$ cat config.mk
export PLATFORM = sky130hd
export DESIGN_NAME = ixreg_bridge
export DESIGN_NICKNAME = d
export VERILOG_FILES = /design/src/rtl/ixb_pkg.sv /design/src/rtl/ixb_decode.sv /design/src/rtl/ixb_seq.sv /design/src/rtl/ixb_stage.sv /design/src/rtl/ixreg_bridge.sv
export SDC_FILE = /design/constraint.sdc
export NUM_CORES = 1
export LEC_CHECK = 0
export CAP_MARGIN = 15
export CORE_MARGIN = 1
export CORE_UTILIZATION = 40
export CTS_CLUSTER_SIZE = 20
export DETAILED_ROUTE_END_ITERATION = 6
export PLACE_DENSITY = 0.77
export SYNTH_ARGS = -nofsm -noshare
export SYNTH_HDL_FRONTEND = slang
export SYNTH_SLANG_ARGS = --single-unit
export TNS_END_PERCENT = 10
$ cat constraint.sdc
create_clock -name clk -period 2.41 [get_ports clk]
set_input_delay 0.482 -clock clk [delete_from_list [all_inputs] [get_ports clk]]
set_output_delay 0.482 -clock clk [all_outputs]
set_load 0.005 [all_outputs]
$ cat src/rtl/ixb_pkg.sv
package ixb_pkg;

    localparam int HW     = 16;
    localparam int NSTAGE = 4;
    localparam int NTGT   = 11;
    localparam int TIW    = $clog2(NTGT);

    typedef struct packed {
        logic [3:0] utype;
        logic [3:0] inst;
        logic       rd;
        logic [2:0] rsv;
        logic [1:0] param;
        logic [1:0] rbi;
    } xaddr_t;

    typedef struct packed {
        logic           hit;
        logic [TIW-1:0] idx;
    } tsel_t;

    typedef struct packed {
        logic codec_n;
        logic glob_n;
        logic quad;
    } ctl_t;

    localparam logic [2:0] SEL_STAT = 3'd0;
    localparam logic [2:0] SEL_ADDR = 3'd1;

    function automatic tsel_t decode_unit(logic [3:0] ut, logic [3:0] ui);
        tsel_t d;
        d = '0;
        case (ut)
            4'd1: if (ui >= 4'd1 && ui <= 4'd6) begin
                d.hit = 1'b1;
                d.idx = TIW'(ui - 4'd1);
            end
            4'd2: if (ui >= 4'd1 && ui <= 4'd3) begin
                d.hit = 1'b1;
                d.idx = TIW'(ui + 4'd5);
            end
            4'd3: if (ui == 4'd1) begin
                d.hit = 1'b1;
                d.idx = TIW'(9);
            end
            4'd9: if (ui == 4'd1) begin
                d.hit = 1'b1;
                d.idx = TIW'(10);
            end
            default: d = '0;
        endcase
        return d;
    endfunction

endpackage

$ cat src/rtl/ixb_decode.sv
module ixb_decode
    import ixb_pkg::*;
#(
    parameter int NT = NTGT
) (
    input  xaddr_t          addr,
    output logic            hit,
    output logic [NT-1:0]   sel
);
    tsel_t d;

    always_comb d = decode_unit(addr.utype, addr.inst);
    assign hit = d.hit;

    for (genvar g = 0; g < NT; g++) begin : g_sel
        assign sel[g] = d.hit && (d.idx == TIW'(g));
    end
endmodule

$ cat src/rtl/ixb_seq.sv
module ixb_seq #(
    parameter int LAT = 4
) (
    input  logic clk,
    input  logic rst,
    input  logic start,
    output logic accept,
    output logic busy,
    output logic done
);
    localparam int CW = $clog2(LAT + 1);

    logic [CW-1:0] cnt_q;

    assign busy   = (cnt_q != '0);
    assign done   = (cnt_q == CW'(1));
    assign accept = start && !busy;

    always_ff @(posedge clk) begin
        if (rst)
            cnt_q <= '0;
        else if (accept)
            cnt_q <= CW'(LAT);
        else if (busy)
            cnt_q <= cnt_q - CW'(1);
    end
endmodule

$ cat src/rtl/ixb_stage.sv
module ixb_stage #(
    parameter int W = 16,
    parameter int N = 4
) (
    input  logic           clk,
    input  logic           rst,
    input  logic [N-1:0]   wr_en,
    input  logic [W-1:0]   wdata,
    input  logic           ld0,
    input  logic [W-1:0]   ld0_data,
    output logic [N*W-1:0] words
);
    for (genvar k = 0; k < N; k++) begin : g_word
        logic [W-1:0] q;
        always_ff @(posedge clk) begin
            if (rst)
                q <= '0;
            else if (k == 0 && ld0)
                q <= ld0_data;
            else if (wr_en[k])
                q <= wdata;
        end
        assign words[k*W +: W] = q;
    end
endmodule

$ cat src/rtl/ixreg_bridge.sv
module ixreg_bridge
    import ixb_pkg::*;
#(
    parameter int LAT = 4
) (
    input  logic                 clk,
    input  logic                 rst,
    input  logic [2:0]           hb_sel,
    input  logic                 hb_wen,
    input  logic [HW-1:0]        hb_wdata,
    output logic [HW-1:0]        hb_rdata,
    output logic                 tgt_req,
    output logic                 tgt_we,
    output logic [NTGT-1:0]      tgt_sel,
    output logic [1:0]           tgt_param,
    output logic [NSTAGE*HW-1:0] tgt_wdata,
    input  logic [NSTAGE*HW-1:0] tgt_rdata,
    output logic                 glob_rst_n,
    output logic                 codec_rst_n,
    output logic                 codec_quad
);
    localparam int SW = $clog2(NSTAGE);

    xaddr_t              addr_q;
    ctl_t                ctl_q;
    logic                busy_q;
    logic                done;
    logic                accept;
    logic                hit;
    logic                addr_wr;
    logic [NSTAGE-1:0]   stage_wr;
    logic [HW-1:0]       rd_word;
    logic [NSTAGE*HW-1:0] stage_words;

    assign addr_wr = hb_wen && (hb_sel == SEL_ADDR);

    for (genvar k = 0; k < NSTAGE; k++) begin : g_swr
        assign stage_wr[k] = hb_wen && hb_sel[2] && (hb_sel[SW-1:0] == SW'(k));
    end

    ixb_seq #(.LAT(LAT)) u_seq (
        .clk    (clk),
        .rst    (rst),
        .start  (addr_wr),
        .accept (accept),
        .busy   (busy_q),
        .done   (done)
    );

    ixb_decode #(.NT(NTGT)) u_dec (
        .addr (addr_q),
        .hit  (hit),
        .sel  (tgt_sel)
    );

    always_ff @(posedge clk) begin
        if (rst) begin
            addr_q <= '0;
            ctl_q  <= '0;
        end else begin
            if (accept)
                addr_q <= xaddr_t'(hb_wdata);
            if (hb_wen && hb_sel == SEL_STAT)
                ctl_q <= '{codec_n: hb_wdata[3], glob_n: hb_wdata[2], quad: hb_wdata[1]};
        end
    end

    assign rd_word = hit ? tgt_rdata[addr_q.rbi*HW +: HW] : '0;

    ixb_stage #(.W(HW), .N(NSTAGE)) u_stage (
        .clk      (clk),
        .rst      (rst),
        .wr_en    (stage_wr),
        .wdata    (hb_wdata),
        .ld0      (done && addr_q.rd),
        .ld0_data (rd_word),
        .words    (stage_words)
    );

    assign tgt_req   = done && hit;
    assign tgt_we    = !addr_q.rd;
    assign tgt_param = addr_q.param;
    assign tgt_wdata = stage_words;

    assign glob_rst_n  = ctl_q.glob_n;
    assign codec_rst_n = ctl_q.codec_n;
    assign codec_quad  = ctl_q.quad;

    always_comb begin
        hb_rdata = '0;
        if (hb_sel == SEL_STAT)
            hb_rdata = {{(HW-4){1'b0}}, ctl_q.codec_n, ctl_q.glob_n, ctl_q.quad, busy_q};
        else if (hb_sel == SEL_ADDR)
            hb_rdata = addr_q;
        else if (hb_sel[2])
            hb_rdata = stage_words[hb_sel[SW-1:0]*HW +: HW];
    end
endmodule

## Word-level counts from Yosys, hierarchy flattened

Cells that the tools add are included.

| word-level totals | value |
|---|---|
| bits in registers | 86 |
| input bits | 86 |
| output and inout bits | 98 |
| word-level logic and storage cells | 88 |

| operators by class | value |
|---|---|
| add/subtract/negate cells | 3 |
| magnitude comparators | 3 |
| eq/ne operators | 20 |
| shift operators | 2 |
| mux-type cells | 13 |
| reductions and logical operators | 32 |

Operator list:

| kind | number |
|---|---|
| indexed part select 64 x 7 -> 16 bit | 2 |
| 2-to-1 mux 16 bit | 6 |
| logical AND 1 bit | 23 |
| 2-to-1 mux 5 bit | 4 |
| case mux 5 bit (4 select lines) | 1 |
| == test 4 x 2 -> 1 bit, second input constant | 4 |
| == test 4 x 3 -> 1 bit, second input constant | 4 |
| == test 4 bit, second input constant | 4 |
| == test 4 x 1 -> 1 bit, second input constant | 3 |
| == test 3 x 1 -> 1 bit, second input constant | 2 |
| 2-to-1 mux 3 bit | 2 |
| adder 4 x 3 -> 4 bit, second input constant | 1 |
| == test 2 bit, second input constant | 2 |
| >= comparator 4 x 1 -> 1 bit, second input constant | 1 |
| <= comparator 4 x 2 -> 1 bit, second input constant | 1 |
| <= comparator 4 x 3 -> 1 bit, second input constant | 1 |
| zero test 4 bit | 1 |
| nonzero test 2 bit | 2 |
| subtractor 4 x 1 -> 4 bit, second input constant | 1 |
| zero test 3 bit | 1 |
| nonzero test 3 bit | 1 |
| subtractor 3 x 1 -> 3 bit, second input constant | 1 |
| == test 2 x 1 -> 1 bit, second input constant | 1 |
| zero test 1 bit | 2 |
| other kinds (2) | 2 |

## Logic depth before layout (Yosys ltp)

| logic depth | value |
|---|---|
| depth after elaboration | 6 |
| depth in mapped cells | 8 |
| mapped depth without buffers | 6 |

## Modules after synthesis

Synthesis repeated with hierarchy kept, for this count alone.

| second synthesis, totals | value |
|---|---|
| cells, all modules | 502 |
| area total of the unflattened synthesis | 5118.7 um^2 |

By module, submodules not included:

| module | instances | cells an instance | area each (um^2) | sequential area each (um^2) |
|---|---|---|---|---|
| ixb_stage | 1 | 226 | 2507.4 | 1281.2 |
| ixreg_bridge | 1 | 194 | 1944.4 | 380.4 |
| ixb_decode | 1 | 61 | 459.2 | 0.0 |
| ixb_seq | 1 | 21 | 207.7 | 60.1 |

## Least setup slack after synthesis

OpenSTA, ideal clock, no wires.

| path | value |
|---|---|
| path kind | register to output |
| from | reg addr_q[9] (netlist bit) |
| to | out tgt_sel[10] |
| arrival time | 2128 ps |
| required time | 1928 ps |
| path slack | -200 ps |
| cell stages (with the launch flop) | 7 |
| buffers on the path | 0 |
| cell sequence | dfxtp_1 > inv_1 > ha_1 > nor4b_1 > nor3_1 > a221oi_1 > and4bb_2 |

| between the ends | value |
|---|---|
| longest elaborated chain between the ends | 6 |
| elaborated cells on any way between the ends | 15 |
| classes of those cells | add/sub: 2; order compare: 3; eq/ne: 2; mux: 5; reduce/logical: 3 |

RTL lines:

| what | RTL line | source |
|---|---|---|
| start: declaration | ixreg_bridge.sv:24 | `xaddr_t addr_q;` |
| start signal: assignment | ixreg_bridge.sv:62 | `addr_q <= xaddr_t'(hb_wdata);` |
| >= comparator 4 x 1 -> 1 bit, or another cell as far along | ixb_pkg.sv:35, ixb_pkg.sv:39 |  |
| logical AND 1 bit, on equally long branches | ixb_pkg.sv:39, ixb_pkg.sv:35 |  |
| 2-to-1 mux 5 bit, on equally long branches | ixb_pkg.sv:39, ixb_pkg.sv:35 |  |
| case mux 5 bit (4 select lines) * | ixb_pkg.sv:34 | `case (ut)` |
| == test 4 bit | ixb_decode.sv:16 | `assign sel[g] = d.hit && (d.idx == TIW'(g));` |
| logical AND 1 bit * | ixb_decode.sv:16 |  |
| end: declaration | ixreg_bridge.sv:14 | `output logic [NTGT-1:0] tgt_sel,` |

Mark *: on every way between the ends. The rest lies on a longest branch, timed or not.

## Worst setup path after layout

| path | value |
|---|---|
| from | reg addr_q[9] (netlist bit) |
| to | out tgt_sel[0] |

| between the ends | value |
|---|---|
| longest elaborated chain between the ends | 6 |
| elaborated cells on any way between the ends | 15 |
| classes of those cells | add/sub: 2; order compare: 3; eq/ne: 1; mux: 5; reduce/logical: 4 |

RTL lines:

| what | RTL line |
|---|---|
| >= comparator 4 x 1 -> 1 bit, or another cell as far along | ixb_pkg.sv:35, ixb_pkg.sv:39 |
| logical AND 1 bit, on equally long branches | ixb_pkg.sv:39, ixb_pkg.sv:35 |
| 2-to-1 mux 5 bit, on equally long branches | ixb_pkg.sv:39, ixb_pkg.sv:35 |
| case mux 5 bit (4 select lines) * | ixb_pkg.sv:34 |
| zero test 4 bit | ixb_decode.sv:16 |
| logical AND 1 bit * | ixb_decode.sv:16 |

Marked as above.

==> results by group <==
Outcome
  – Status: complete, but fails checks
  – Failing checks: setup timing

Layout
  – Post-route cell area: 7590 µm²
  – Area of the multi-input gates: 3000 µm²
  – Share of layout cells above drive strength 1: 22.7%
  – Synth-to-Final Area Change: 62.6%
  – Antenna fix cells: 0
  – Highest-count cells in the layout ignoring fill and taps: 152 x sky130_fd_sc_hd__clkdlybuf4s50_1, 133 x sky130_fd_sc_hd__nand2_1, 81 x sky130_fd_sc_hd__dfxtp_1
  – Fill count: 880
  – Flip-flop and latch area: 1730 µm²
  – Final cell count without fillers: 884
  – Commonest non-fill, non-tap cell in the layout: sky130_fd_sc_hd__clkdlybuf4s50_1
  – Finished Core Util: 66.7%
  – Nets@finish: 829

STA
  – Slew margin rel.: 51.3%
  – Worst clock skew on the final layout: 0.00640 ns
  – Minimum clock period: 2.87 ns
  – Final count of negative-setup-slack endpoints: 12
  – Final hold violation count: 0
  – Actual transition at the worst max-transition pin: 0.731 ns
  – Post-route setup TNS: -4.90 ns
  – Post-route clock period utilization: 119%
  – Final-report max-slew violation count: 0
  – Maximum frequency from static timing analysis: 349 MHz
  – Unrepaired setup endpoints after global routing: true
  – Crit path setup slack, layout: -0.456 ns

Setup path
  – Data arrival, critical path: 2.38 ns
  – Cell count along the critical path: 9
  – Buf/Inv on CP: 4
  – Worst r2r dst: u_stage.g_word[0].q[13]
  – Largest fanout on the critical path: 5
  – Slowest cell on crit path: sky130_fd_sc_hd__dfxtp_2
  – Launch instance of the worst register-to-register path: addr_q[9]
  – Kind of start point of the critical path: flop
  – Count of cells along the worst register-to-register path: 10
  – Worst setup path class: flop to primary output
  – Setup slack on the worst flop-to-flop path: 0.30 ns
  – Most frequent cell on the critical path: sky130_fd_sc_hd__nor4b_4
  – Crit-path max cell delay: 0.36 ns
  – Cell Chain, Critical Path: inv_4 -> ha_4 -> nor4b_4 -> buf_4 -> nor3_1 -> a22o_2 -> buf_12 -> nor4b_4 -> buf_2
  – Crit end category: primary output
  – CP delay by family, top: simple AND/OR/NAND/NOR gates
  – Data required time of the critical path: 1.93 ns

Placement
  – Number of placed instances, taps included: 848
  – I/O Buffers: 183
  – HPWL after DPL: 11.9 mm
  – Routability-driven placement congestion ratio: 0.895
  – Standard cell area after detailed placement: 6910 µm²

Synthesis
  – Compound-Gate Fraction of Synth Area: 14.9%
  – Basic-gate share of the synthesized area counting and, or, nand and nor cells: 21.1%
  – XOR/XNOR share of the synthesized area: 0.375%
  – Ys flop type: sky130_fd_sc_hd__dfxtp_1
  – Synthesis Warnings: 0
  – Flop and latch count out of synthesis: 86
  – Proportion of synthesized chip area in sequential cells: 36.9%
  – Multiplexer share of the synthesized area: 20.2%
  – Adder-cell share of the synthesized area: 1.88%
  – Gate Count Post-Synth: 517
  – Number of nets produced by synthesis: 610
  – Area share of the largest cell type after synthesis: 36.9%
  – Leading area contributor after synthesis: sky130_fd_sc_hd__dfxtp_1
  – Post-synthesis area per instance: 9.03 µm²
  – EDFF count, synth: 0
  – Combinational family with the most area after synthesis: simple AND/OR/NAND/NOR gates
  – Leading cell types by total area after synthesis: sky130_fd_sc_hd__dfxtp_1 37%, sky130_fd_sc_hd__mux4_2 15%, sky130_fd_sc_hd__nand2_1 11%, sky130_fd_sc_hd__a21oi_1 7.1%, sky130_fd_sc_hd__mux2i_1 4.7%
  – Synthesized cell area: 4670 µm²
  – Netlist cell types: 48
  – Share of flip-flops with an asynchronous set or reset: 0%

CTS
  – Number of buffers inserted by hold repair at cts: 0
  – Maximum clock path buffer count: 2
  – CTS H-tree lvls: 3
  – Number of clock sinks seen by CTS: 86
  – Worst-path clk slew: 0.06 ns
  – CTS tree: built
  – Total CTS buffers: 9
  – Clock root buffer: sky130_fd_sc_hd__clkbuf_16
  – Latest clock arrival within the worst-skew pair: 0.33 ns

Die
  – Area of the core region: 11400 µm²
  – Overall die area: 12100 µm²
  – Die width: 110 µm
  – Number of placement rows: 39
  – Die Span Y: 110 µm
  – Number of top-level pins: 184
  – Initial Util: 41.0%

Global route
  – Remaining global-route overflow: 0
  – Overall track demand over capacity in global routing: 26.5%
  – Number of antenna violations at the first check in global routing: 0
  – Number of global-route vias before repair: 4691
  – Pin count of the biggest net entering global routing: 71
  – Global-route wire length before repair: 24.1 mm

Drt
  – Total Wirelength: 15.9 mm
  – Detail-routed via count per cell: 5.51
  – Number of detailed-routing iterations run before antenna repair: 5
  – Routed vias: 4874
  – First-iteration detailed-routing DRC count: 374
  – Post-route DRC: 0
  – ANT nets after route: 0
  – Average wire per standard cell: 18.0 µm

Power
  – Tot Pwr: 3630 µW
  – Power density cells: 478 nW/µm²
  – Pleak: 0.00278 µW
  – Max VDD drop: 0.289 mV

Worst hold path
  – Hold/Removal Path Class: flop to flop
  – HP Start: addr_q[4]
  – Cells on Worst Hold Path: 2
  – Hold Path End: addr_q[4]

Flow run
  – Max-Cap Viols: 0
## worst min-delay path: cells and delay by family (launching register included)
kind,cells,cell delay (ns)
AOI/OAI and AO/OA,1,0.05
DFF,1,0.31
and+or+nand+nor,1,0.05
## per-layer routing
layer  vias up  wire length [µm]  share of wire (%)  track usage [%]
met5         -                 0                  0                0
met4         0               323                2.0             9.52
met3        28              1140                7.1             4.06
met2       234              8350                 52             46.7
met1      2312              6140                 38             32.8
li1       2300                 -                  -                -
## worst max-delay path by stage
stage	to	slack, ns	startpoint
4_1_cts	tgt_sel[9]	-0.44	addr_q[14]
5_1_grt	tgt_sel[5]	-0.54	addr_q[8]
6_report	tgt_sel[0]	-0.46	addr_q[9]
3_5_place_dp	tgt_sel[6]	-0.49	addr_q[13]
2_1_floorplan	tgt_sel[5]	0.03	addr_q[13]
3_3_place_gp	tgt_sel[10]	-0.37	addr_q[9]
## power breakdown
part	switching, µW	internal, µW
clock network	537	800
registers	51.7	1480
logic	333	423
## synthesized netlist by cell type, types with 6 or more instances
cell	n
sky130_fd_sc_hd__nor4b_1	7
sky130_fd_sc_hd__dfxtp_1	86
sky130_fd_sc_hd__clkbuf_1	25
sky130_fd_sc_hd__mux2i_1	22
sky130_fd_sc_hd__a211oi_1	18
sky130_fd_sc_hd__mux4_2	32
sky130_fd_sc_hd__nand2_1	133
sky130_fd_sc_hd__nor2_1	25
sky130_fd_sc_hd__a22o_1	12
sky130_fd_sc_hd__a21oi_1	66
sky130_fd_sc_hd__buf_2	9
sky130_fd_sc_hd__nor4_1	6
sky130_fd_sc_hd__inv_1	9
sky130_fd_sc_hd__o21ai_0	6
sky130_fd_sc_hd__ha_1	7
sky130_fd_sc_hd__nor3_1	6
## final cells by class
cell class / count / share of cell area (%)
repair buffers: 249 / 31.1
flip-flops and latches: 86 / 22.8
multi-input cells: 381 / 39.5
clock inverters: 4 / 0.627
inverters: 9 / 0.511
clock buffers: 12 / 3.12
well taps: 143 / 2.36
## metrics by stage
| step | setup WS [ns] | hold WS (ns) |
|---|---|---|
| finish | -0.456 | 0.453 |
| global route | -0.541 | 0.480 |
| CTS | -0.442 | 0.456 |
| detailed placement | -0.486 | 0.449 |
| global placement | -0.372 | 0.442 |
| floorplan | 0.0320 | 0.437 |
## flip-flops by register name, indices dropped and copies added, names as in the netlist
register          flops
u_stage.g_word.q     64
u_seq.cnt_q           3
glob_rst_n            1
codec_rst_n           1
tgt_param             2
addr_q               14
codec_quad            1
## cells by family (layout without fill, tap and decap cells)
kind of cell / Yosys count / in the layout
AND/OR/NAND/NOR: 207 / 207
AO/OA/AOI/OAI: 111 / 111
adder cells (fa/ha/maj): 7 / 7
multiplexers: 54 / 54
XOR/XNOR: 2 / 2
flip-flops: 86 / 86
buffers and inverters: 50 / 274
## what timing repair did
item | CTS | global route
buffers inserted | 11 | 8
endpoints found under the setup margin | 28 | 17
gates cloned | 1 | 0
resized for setup | 94 | 24
pin swaps | 14 | 9
No activity file was read; power rests on OpenSTA's default activity.
